**config.mk**
```make
export PLATFORM = sky130hd
export DESIGN_NAME = cfg_watchdog
export DESIGN_NICKNAME = d
export VERILOG_FILES = /design/src/rtl/wdog_pkg.sv /design/src/rtl/wdog_prescale.sv /design/src/rtl/wdog_counter.sv /design/src/rtl/wdog_pulse.sv /design/src/rtl/cfg_watchdog.sv
export SDC_FILE = /design/constraint.sdc
export NUM_CORES = 1
export LEC_CHECK = 0
export BUFFER_PORTS_ARGS = -buffer_cell sky130_fd_sc_hd__clkbuf_2
export CAP_MARGIN = 20
export CORE_MARGIN = 1
export CORE_UTILIZATION = 45
export DETAILED_ROUTE_END_ITERATION = 7
export GPL_ROUTABILITY_DRIVEN = 0
export PLACE_DENSITY_LB_ADDON = 0.1
export SLEW_MARGIN = 10
export SYNTH_ARGS = -nofsm -noshare
export SYNTH_HDL_FRONTEND = slang
export SYNTH_SLANG_ARGS = --single-unit
```
**constraint.sdc**
```tcl
create_clock -name clk -period 2.37 [get_ports clk]
set_input_delay 0.3555 -clock clk [delete_from_list [all_inputs] [get_ports clk]]
set_output_delay 0.3555 -clock clk [all_outputs]
set_load 0.005 [all_outputs]
```
**src/rtl/wdog_pkg.sv**
```systemverilog
package wdog_pkg;

    localparam int DATA_W = 8;

    typedef logic [DATA_W-1:0] byte_t;

    typedef enum logic [1:0] {
        SEL_NONE,
        SEL_CNT,
        SEL_CTL,
        SEL_STS
    } reg_sel_e;

    typedef struct packed {
        logic [3:0] spare_hi;
        logic       minute;
        logic       kbd_stop;
        logic       pulse_en;
        logic       spare_lo;
    } ctl_t;

    typedef struct packed {
        logic       mouse_rld;
        logic       kbd_rld;
        logic       rsv5;
        logic       expired;
        logic [3:0] rsv_lo;
    } sts_t;

    function automatic byte_t cnt_addr(input bit alt);
        return alt ? 8'hF4 : 8'hF6;
    endfunction

    function automatic byte_t ctl_addr(input bit alt);
        return alt ? 8'hF3 : 8'hF5;
    endfunction

    function automatic byte_t sts_addr(input bit alt);
        return alt ? 8'hF7 : 8'hF7;
    endfunction

    function automatic reg_sel_e decode(input byte_t a, input bit alt);
        if (a == cnt_addr(alt))      return SEL_CNT;
        else if (a == ctl_addr(alt)) return SEL_CTL;
        else if (a == sts_addr(alt)) return SEL_STS;
        else                         return SEL_NONE;
    endfunction

endpackage

```
**src/rtl/wdog_prescale.sv**
```systemverilog
module wdog_prescale #(
    parameter int MIN_DIV = 60,
    localparam int PW = (MIN_DIV > 1) ? $clog2(MIN_DIV) : 1
) (
    input  logic          clk,
    input  logic          rst,
    input  logic          restart,
    input  logic          minute,
    input  logic          sec_tick,
    output logic          unit_tick,
    output logic [PW-1:0] presc
);

    localparam logic [PW-1:0] LAST = PW'(MIN_DIV - 1);

    always_ff @(posedge clk) begin
        if (rst || restart || !minute) begin
            presc <= '0;
        end else if (sec_tick) begin
            presc <= (presc == LAST) ? '0 : presc + 1'b1;
        end
    end

    always_comb begin
        if (minute) unit_tick = sec_tick && (presc == LAST);
        else        unit_tick = sec_tick;
    end

endmodule

```
**src/rtl/wdog_counter.sv**
```systemverilog
module wdog_counter
    import wdog_pkg::*;
(
    input  logic  clk,
    input  logic  rst,
    input  logic  load,
    input  byte_t load_val,
    input  logic  stop,
    input  logic  reload,
    input  logic  unit_tick,
    output byte_t cnt,
    output logic  armed,
    output logic  expire
);

    byte_t rld_val;

    assign armed  = (cnt != '0);
    assign expire = armed && (cnt == byte_t'(1)) && unit_tick && !load && !stop && !reload;

    always_ff @(posedge clk) begin
        if (rst) begin
            cnt     <= '0;
            rld_val <= '0;
        end else if (load) begin
            cnt <= load_val;
            if (load_val != '0) rld_val <= load_val;
        end else if (armed) begin
            if (stop)           cnt <= '0;
            else if (reload)    cnt <= rld_val;
            else if (unit_tick) cnt <= cnt - 1'b1;
        end
    end

endmodule

```
**src/rtl/wdog_pulse.sv**
```systemverilog
module wdog_pulse #(
    parameter int PULSE_CYC = 4,
    localparam int CW = $clog2(PULSE_CYC + 1)
) (
    input  logic clk,
    input  logic rst,
    input  logic fire,
    output logic pulse_n
);

    logic [CW-1:0] remain;

    always_ff @(posedge clk) begin
        if (rst)              remain <= '0;
        else if (fire)        remain <= CW'(PULSE_CYC);
        else if (remain != 0) remain <= remain - 1'b1;
    end

    assign pulse_n = (remain == '0);

endmodule

```
**src/rtl/cfg_watchdog.sv**
```systemverilog
module cfg_watchdog
    import wdog_pkg::*;
#(
    parameter bit ALT_MAP   = 1'b0,
    parameter int PULSE_CYC = 4,
    parameter int MIN_DIV   = 60,
    localparam int PW = (MIN_DIV > 1) ? $clog2(MIN_DIV) : 1
) (
    input  logic       clk,
    input  logic       rst,
    input  logic       wr_en,
    input  logic [7:0] addr,
    input  logic [7:0] wr_data,
    output logic [7:0] rd_data,
    input  logic       sec_tick,
    input  logic       kbd_act,
    input  logic       mouse_act,
    output logic       tmo_n,
    output logic       kbrst_n
);

    reg_sel_e      sel;
    ctl_t          ctl;
    sts_t          sts;
    byte_t         cnt;
    logic          armed;
    logic          expire;
    logic          expired_q;
    logic          unit_tick;
    logic [PW-1:0] presc;
    logic          cnt_wr;
    logic          kb_stop;
    logic          act_reload;

    assign sel        = decode(addr, ALT_MAP);
    assign cnt_wr     = wr_en && (sel == SEL_CNT);
    assign kb_stop    = kbd_act && ctl.kbd_stop;
    assign act_reload = (kbd_act && sts.kbd_rld) || (mouse_act && sts.mouse_rld);

    wdog_prescale #(.MIN_DIV(MIN_DIV)) u_presc (
        .clk       (clk),
        .rst       (rst),
        .restart   (cnt_wr),
        .minute    (ctl.minute),
        .sec_tick  (sec_tick),
        .unit_tick (unit_tick),
        .presc     (presc)
    );

    wdog_counter u_cnt (
        .clk       (clk),
        .rst       (rst),
        .load      (cnt_wr),
        .load_val  (wr_data),
        .stop      (kb_stop),
        .reload    (act_reload),
        .unit_tick (unit_tick),
        .cnt       (cnt),
        .armed     (armed),
        .expire    (expire)
    );

    wdog_pulse #(.PULSE_CYC(PULSE_CYC)) u_pulse (
        .clk     (clk),
        .rst     (rst),
        .fire    (expire && ctl.pulse_en),
        .pulse_n (kbrst_n)
    );

    always_ff @(posedge clk) begin
        if (rst) begin
            ctl       <= '0;
            sts       <= '0;
            expired_q <= 1'b0;
        end else begin
            if (wr_en && sel == SEL_CTL) ctl <= ctl_t'(wr_data);
            if (wr_en && sel == SEL_STS) begin
                sts.mouse_rld <= wr_data[7];
                sts.kbd_rld   <= wr_data[6];
                if (!wr_data[4]) sts.expired <= 1'b0;
            end
            if (expire) sts.expired <= 1'b1;
            if (expire)      expired_q <= 1'b1;
            else if (cnt_wr) expired_q <= 1'b0;
        end
    end

    assign tmo_n = !expired_q;

    always_comb begin
        unique case (sel)
            SEL_CNT: rd_data = cnt;
            SEL_CTL: rd_data = ctl;
            SEL_STS: rd_data = {sts.mouse_rld, sts.kbd_rld, 1'b0, sts.expired, 4'b0000};
            default: rd_data = '0;
        endcase
    end

endmodule

```
==> results of run 1 <==
[sequential cells by signal, summed over array words and instances (netlist names)]
signal / flops
u_presc.presc: 6
sts: 3
ctl: 8
u_pulse.remain: 3
u_cnt.cnt: 8
u_cnt.rld_val: 8
expired_q: 1
[power groups by stage]
stage	Clock (mW)	Combinational, mW	Sequential (mW)
finish	0.483	0.742	0.813
detailed placement	0	0.739	0.823
global placement	0	0.723	0.824
floorplan	0	0.616	0.791
CTS	0.495	0.745	0.808
global route	0.523	0.833	0.822
[cell type report]
class                      count  area [um^2]
multi-input combinational    180         1180
fill                         408         1837
sequential                    37        740.7
clock inverter                 1        5.005
clock buffer                   7        96.34
timing repair buffer          36        192.7
tap                           50        62.56
inverter                       8        30.03
[tightest hold or removal path: cells and delay by family]
family / cells / cell delay (ns)
buffers and inverters: 1 / 0.11
multiplexers: 1 / 0.07
AND/OR/NAND/NOR: 1 / 0.07
[synth_stat cells (3+ instances only)]
master and number:
dfxtp_1 37, o21a_1 3, mux2_2 4, clkbuf_1 4, nor2_1 38, nor2b_1 4
ha_1 6, nand3_1 8, a31oi_1 6, o21ai_0 3, nor4_1 3, inv_1 8
xor2_1 6, nand4_1 4, a2111o_1 3, buf_2 3, mux2i_1 12, xnor2_1 5
nand2_1 26, a21oi_1 11, a22oi_1 9, and2_1 3
[kinds of logic after synthesis]
group	Yosys count
AO/OA/AOI/OAI	46
XOR/XNOR	11
adder cells (fa/ha/maj)	6
buffers and inverters	17
flip-flops	37
multiplexers	16
AND/OR/NAND/NOR	101
[metal layers]
metal	GRT usage, %	vias up
met2	38.24	57
met1	28.74	808
met3	4.934	8
li1	-	899
met4	8.854	0
met5	0	-
[path summary, 6_finish.rpt]
kind                         start                to  slack, ns
hold reg to reg   u_cnt.rld_val[1]  u_cnt.rld_val[1]       0.46
setup reg to reg      u_cnt.cnt[0]      u_cnt.cnt[1]       0.58
setup / recovery           addr[1]        rd_data[3]       0.55
hold / removal          wr_data[0]            ctl[0]       0.34
==> run summary, run 1 <==
GRT Total Usage - 22.98%
hpwl dp - 3638 um
met1 WL - 2231 um
worst path bufs/invs - 3
I/O Buffers - 31
clock group share of total power - 23.7%
# DRC - 0
clk buf depth - 2
#FFs+latches synth - 37
number of synthesis warnings - 0
layout cells sized above 1 - 21.19%
mapped cell area - 1999 um^2
vias per inst - 5.555
# nets final - 296
commonest non-fill, non-tap cell in the layout - nor2_1
vias - 1772
Setup TNS - 0 ns
startpoint types - primary input
H-tree depth - 2
wire length on met2 - 2224 um
ys flop type - dfxtp_1
net switching power - 0.6898 mW
Sink Count - 37
post-synthesis mux area share - 8.260%
CP delay by family, top - simple AND/OR/NAND/NOR gates
largest family of logic cells by synthesized area - simple AND/OR/NAND/NOR gates
Placed Area - 2206 um^2
Hold Path Depth - 3
area delta synth->final - 15.39%
commonest non-fill, non-tap cells in the layout - nor2_1 (38), dfxtp_1 (37), clkbuf_2 (31)
Worst slew margin - 65.02%
Worst Path Required - 2.01 ns
I/O pin total - 32
Met3 Routed Length - 281 um
switching part of the total power - 33.84%
outcome - finished clean
DR pass1 iterations - 4
initial antenna violation count - 0
cell area power density - 883.6 nW/um^2
hold_buf cts - 0
Post-CTS Resized - 0
Inserted Clock Buffers - 5
Worst setup EP type - primary output
CORE AREA - 4144 um^2
Crit-path slowest cell - nor2b_1
synth unique cells - 44
top sig layer - met4
post-synthesis net count - 262
Die X-Extent - 68.66 um
crit-path max FO - 7
routed length per instance - 15.11 um
Mapped Cells - 234
vias in the first global route - 1640
XOR/XNOR Fraction of Synth Area - 4.819%
Synth area leaders - dfxtp_1 (37%), nor2_1 (7.1%), mux2i_1 (6.0%)
VDD IR-drop max - 0.3696 mV
Int Power - 1.349 mW
final setup vio count - 0
Hold Slack - 0.3430 ns
Simple-Gate Fraction of Synth Area - 24.34%
post-synthesis adder-cell area fraction - 3.755%
CP most frequent cell - clkbuf_2
compound-gate portion of the synthesized area - 17.83%
final cell count without fillers - 319
min cycle time layout - 1.822 ns
worst r2r path cells - 6
post-layout util - 55.68%
grt total ovfl - 0
worst-path cell chain - clkbuf_2 -> nor2b_1 -> buf_4 -> a22oi_1 -> nor2_1 -> clkbuf_2
Fin. Hold Viols - 0
Yosys top cell by area - dfxtp_1
Comb power frac - 36.4%
part of the power in registers - 39.9%
Max Slew Vio Count - 0
n_diodes - 0
Post-Route WL - 4819 um
Mean Syn Cell Area - 8.545 um^2
first-pass GRT wire length - 7810 um
1st-iter DRT viols - 67
Antenna Violating Nets Remaining - 0
clk slew on worst S/H paths - 0.07 ns
Inst Count DP - 311
Arrival @ worst endpoint - 1.47 ns
RSZ-0062 raised after global routing - no
Worst-Skew Late Latency - 0.29 ns
die height - 68.66 um
CTS tree - done
Tcrit/Tclk final - 76.88%
fin area - 2307 um^2
post-synthesis sequential area ratio - 37.05%
Hold Crit Class - in2reg
Lkg Pwr - 0.9774 nW
Initial Utilization - 48.25%
setup ws final - 0.5480 ns
max cap viols - 0
Max stage delay on crit path - 0.47 ns
clock skew - 0.008063 ns
Root Driver - clkbuf_8
post-CTS setup buffers - 0
die footprint - 4714 um^2
Fmax - 548.9 MHz
row count - 23
asr flop ratio synth - 0%
largest net degree at the start of global routing - 31
actual slew at the worst max-slew pin - 0.5232 ns
Yosys top cell area share - 37.05%
Power Total - 2.039 mW
pre-CTS WS - 0.4186 ns
Post-synth EDFFs - 0
critical path class - in2out
critical path depth - 6
Power figures use the tool's default switching activity.
==> run 2: changes to the inputs <==
==> constraint.sdc (replaced) <==
create_clock -name clk -period 1.55 [get_ports clk]
set_input_delay 0.2325 -clock clk [delete_from_list [all_inputs] [get_ports clk]]
set_output_delay 0.2325 -clock clk [all_outputs]
set_load 0.005 [all_outputs]
==> run 2 against run 1 <==
The flow now finishes with violations (setup timing); register-to-register slack got worse by 0.64 ns; sequential cell count did not move; global-route usage rose by 2.6 points; highest routed layer unchanged.
==> run summary, run 2 (same netlist as run 1, synthesis figures left out) <==
Inst Count DP - 346 (+11%)
RSZ-0062 raised after global routing - yes
Sink Count - 37 (unchanged)
Worst-Skew Late Latency - 0.29 ns (about the same)
part of the power in registers - 32.2% (-7.7 points)
Filler Cells Inserted - 356 (-13%)
hold_sp - wr_data[3]
net switching power - 1.268 mW (+84%)
I/O pin total - 32 (unchanged)
grt total ovfl - 0 (unchanged)
Fin. Hold Viols - 0 (unchanged)
vias - 1931 (+9.0%)
I/O Buffers - 31 (unchanged)
worst r2r src - u_presc.presc[0]
largest net degree at the start of global routing - 31 (unchanged)
Crit-path slowest cell - or3_1
final setup vio count - 6 (+6)
Hold EP - ctl[3]
cell area power density - 1337 nW/um^2 (+51%)
clk slew on worst S/H paths - 0.07 ns (about the same)
Worst setup EP type - register
post-layout util - 67.81% (+12 points)
worst reg2reg setup slack - -0.06 ns (-0.64 ns)
routed length per instance - 15.12 um (about the same)
area delta synth->final - 40.55%
clock group share of total power - 19.8% (-3.9 points)
# DRC - 0 (unchanged)
startpoint types - register
row count - 23 (unchanged)
min cycle time layout - 1.607 ns
Worst R2R End - u_cnt.cnt[1]
layout cells sized above 1 - 40.26% (+19 points)
Post-Route WL - 5488 um (+14%)
max cap viols - 0 (unchanged)
initial antenna violation count - 0 (unchanged)
first-pass GRT wire length - 8569 um (+9.7%)
Initial Utilization - 48.25% (unchanged)
Hold Path Depth - 3 (unchanged)
top flop regs - ctl x8, u_cnt.cnt x8, u_cnt.rld_val x8
commonest non-fill, non-tap cells in the layout - buf_4 (44), nor2_1 (36), clkbuf_2 (31)
Hold Crit Class - in2reg
worst-path cell chain - ha_4 -> nand4_4 -> a2bb2oi_4 -> a2bb2o_4 -> or3_1 -> a31oi_1
die height - 68.66 um (unchanged)
Comb power frac - 48.0% (+12 points)
# nets final - 340 (+15%)
worst r2r path cells - 6 (unchanged)
Worst slew margin - 74.31% (+9.3 points)
DR pass1 iterations - 4 (unchanged)
die footprint - 4714 um^2 (unchanged)
setup ws final - -0.05704 ns (-0.6051 ns)
Lkg Pwr - 1.231 nW (+26%)
Tcrit/Tclk final - 103.7%
final cell count without fillers - 363 (+14%)
n_diodes - 0 (unchanged)
H-tree depth - 2 (unchanged)
VDD IR-drop max - 0.7573 mV (+100%)
Int Power - 2.490 mW (+85%)
Max stage delay on crit path - 0.38 ns (-0.09 ns)
commonest non-fill, non-tap cell in the layout - buf_4
vias per inst - 5.320 (-4.2%)
Max Slew Vio Count - 0 (unchanged)
hpwl dp - 3880 um (+6.6%)
switching part of the total power - 33.74% (-0.097 points)
Root Driver - clkbuf_8
1st-iter DRT viols - 93 (+39%)
Die X-Extent - 68.66 um (unchanged)
crit-path max FO - 6 (-1)
CTS tree - done
actual slew at the worst max-slew pin - 0.3844 ns (-0.1389 ns)
CORE AREA - 4144 um^2 (unchanged)
Inserted Clock Buffers - 5 (unchanged)
violated checks - setup timing
GRT Total Usage - 25.57% (+2.6 points)
vias in the first global route - 1851 (+13%)
Antenna Violating Nets Remaining - 0 (unchanged)
outcome - finished with violations
clock skew - 0.003285 ns (-0.004779 ns)
Arrival @ worst endpoint - 1.83 ns (+0.36 ns)
critical path class - reg2reg
clk buf depth - 2 (unchanged)
Fmax - 622.3 MHz
Worst Path Required - 1.77 ns (-0.24 ns)
run 2: changes by cell type in the layout (fill, tap and decap cells not counted), moves of 3 or more:
cell	before	now
nor2b_1	4	1
inv_2	0	3
dfxtp_1	37	29
dfxtp_4	0	4
buf_4	5	44
inv_1	8	5
buf_6	0	3
dfxtp_2	0	4
run 2: metal layers:
| metal | global-route usage [%] | share of wire (%) | up-vias |
|---|---|---|---|
| met5 | 0 | 0 | - |
| met4 | 8.333 | 1.0 | 0 |
| met2 | 44.85 | 49 | 39 |
| met1 | 30.16 | 46 | 896 |
| li1 | - | - | 990 |
| met3 | 6.414 | 4.2 | 6 |
run 2: what timing repair did:
item	in CTS	in global routing
setup buffers	3	4
pin swaps	7	6
gates cloned	1	1
hold buffers	0	0
endpoints found under the setup margin	8	19
resized for setup	12	22
run 2: worst max-delay path, delay by kind of cell (launching register included):
family          cells  cell delay [ns]
fa+ha+maj           1             0.15
compound gates      3             0.56
flops               1             0.37
simple gates        2             0.46
run 2: worst max-delay path by stage:
stage | from | cells past startpoint | slack (ns) | end
2_1_floorplan | u_presc.presc[1] | 7 | -0.08 | u_cnt.cnt[5]
6_report | u_presc.presc[0] | 6 | -0.06 | u_cnt.cnt[1]
3_3_place_gp | u_presc.presc[1] | 6 | -0.04 | u_cnt.cnt[2]
4_1_cts | u_presc.presc[0] | 6 | -0.06 | u_cnt.cnt[2]
3_5_place_dp | u_presc.presc[1] | 6 | -0.1 | u_cnt.cnt[2]
5_1_grt | u_presc.presc[0] | 7 | -0.17 | u_cnt.cnt[4]
run 2: metrics by stage:
step                      setup slack, ns  TNS [ns]  hold slack [ns]  instance area (um^2)  power (mW)
after floorplan                  -0.07600  -0.07600           0.3760                  2046       2.163
after global placement           -0.04340   -0.1764           0.4439                  2515       2.634
after detailed placement         -0.09704   -0.4011           0.4475                  2515       2.645
after CTS                        -0.06494   -0.2931           0.2153                  2706       3.608
after global routing              -0.1652    -1.063           0.2104                  2810       3.997
final                            -0.05704   -0.2034           0.2203                  2810       3.758
run 2: power groups by stage:
| stage | registers, mW | logic (mW) | clock network [mW] |
|---|---|---|---|
| floorplan | 1.21 | 0.951 | 0 |
| global placement | 1.19 | 1.44 | 0 |
| detailed placement | 1.19 | 1.45 | 0 |
| CTS | 1.20 | 1.65 | 0.762 |
| global route | 1.23 | 1.97 | 0.803 |
| finish | 1.21 | 1.80 | 0.744 |
run 2: layout make-up:
| type | count | area, um^2 | area share [%] |
|---|---|---|---|
| Clock inverter | 1 | 5.005 | 0.1781 |
| Tap cell | 50 | 62.56 | 2.226 |
| Multi-Input combinational cell | 181 | 1331 | 47.37 |
| Timing Repair Buffer | 79 | 524.3 | 18.66 |
| Clock buffer | 7 | 96.34 | 3.428 |
| Inverter | 8 | 30.03 | 1.069 |
| Sequential cell | 37 | 760.7 | 27.07 |
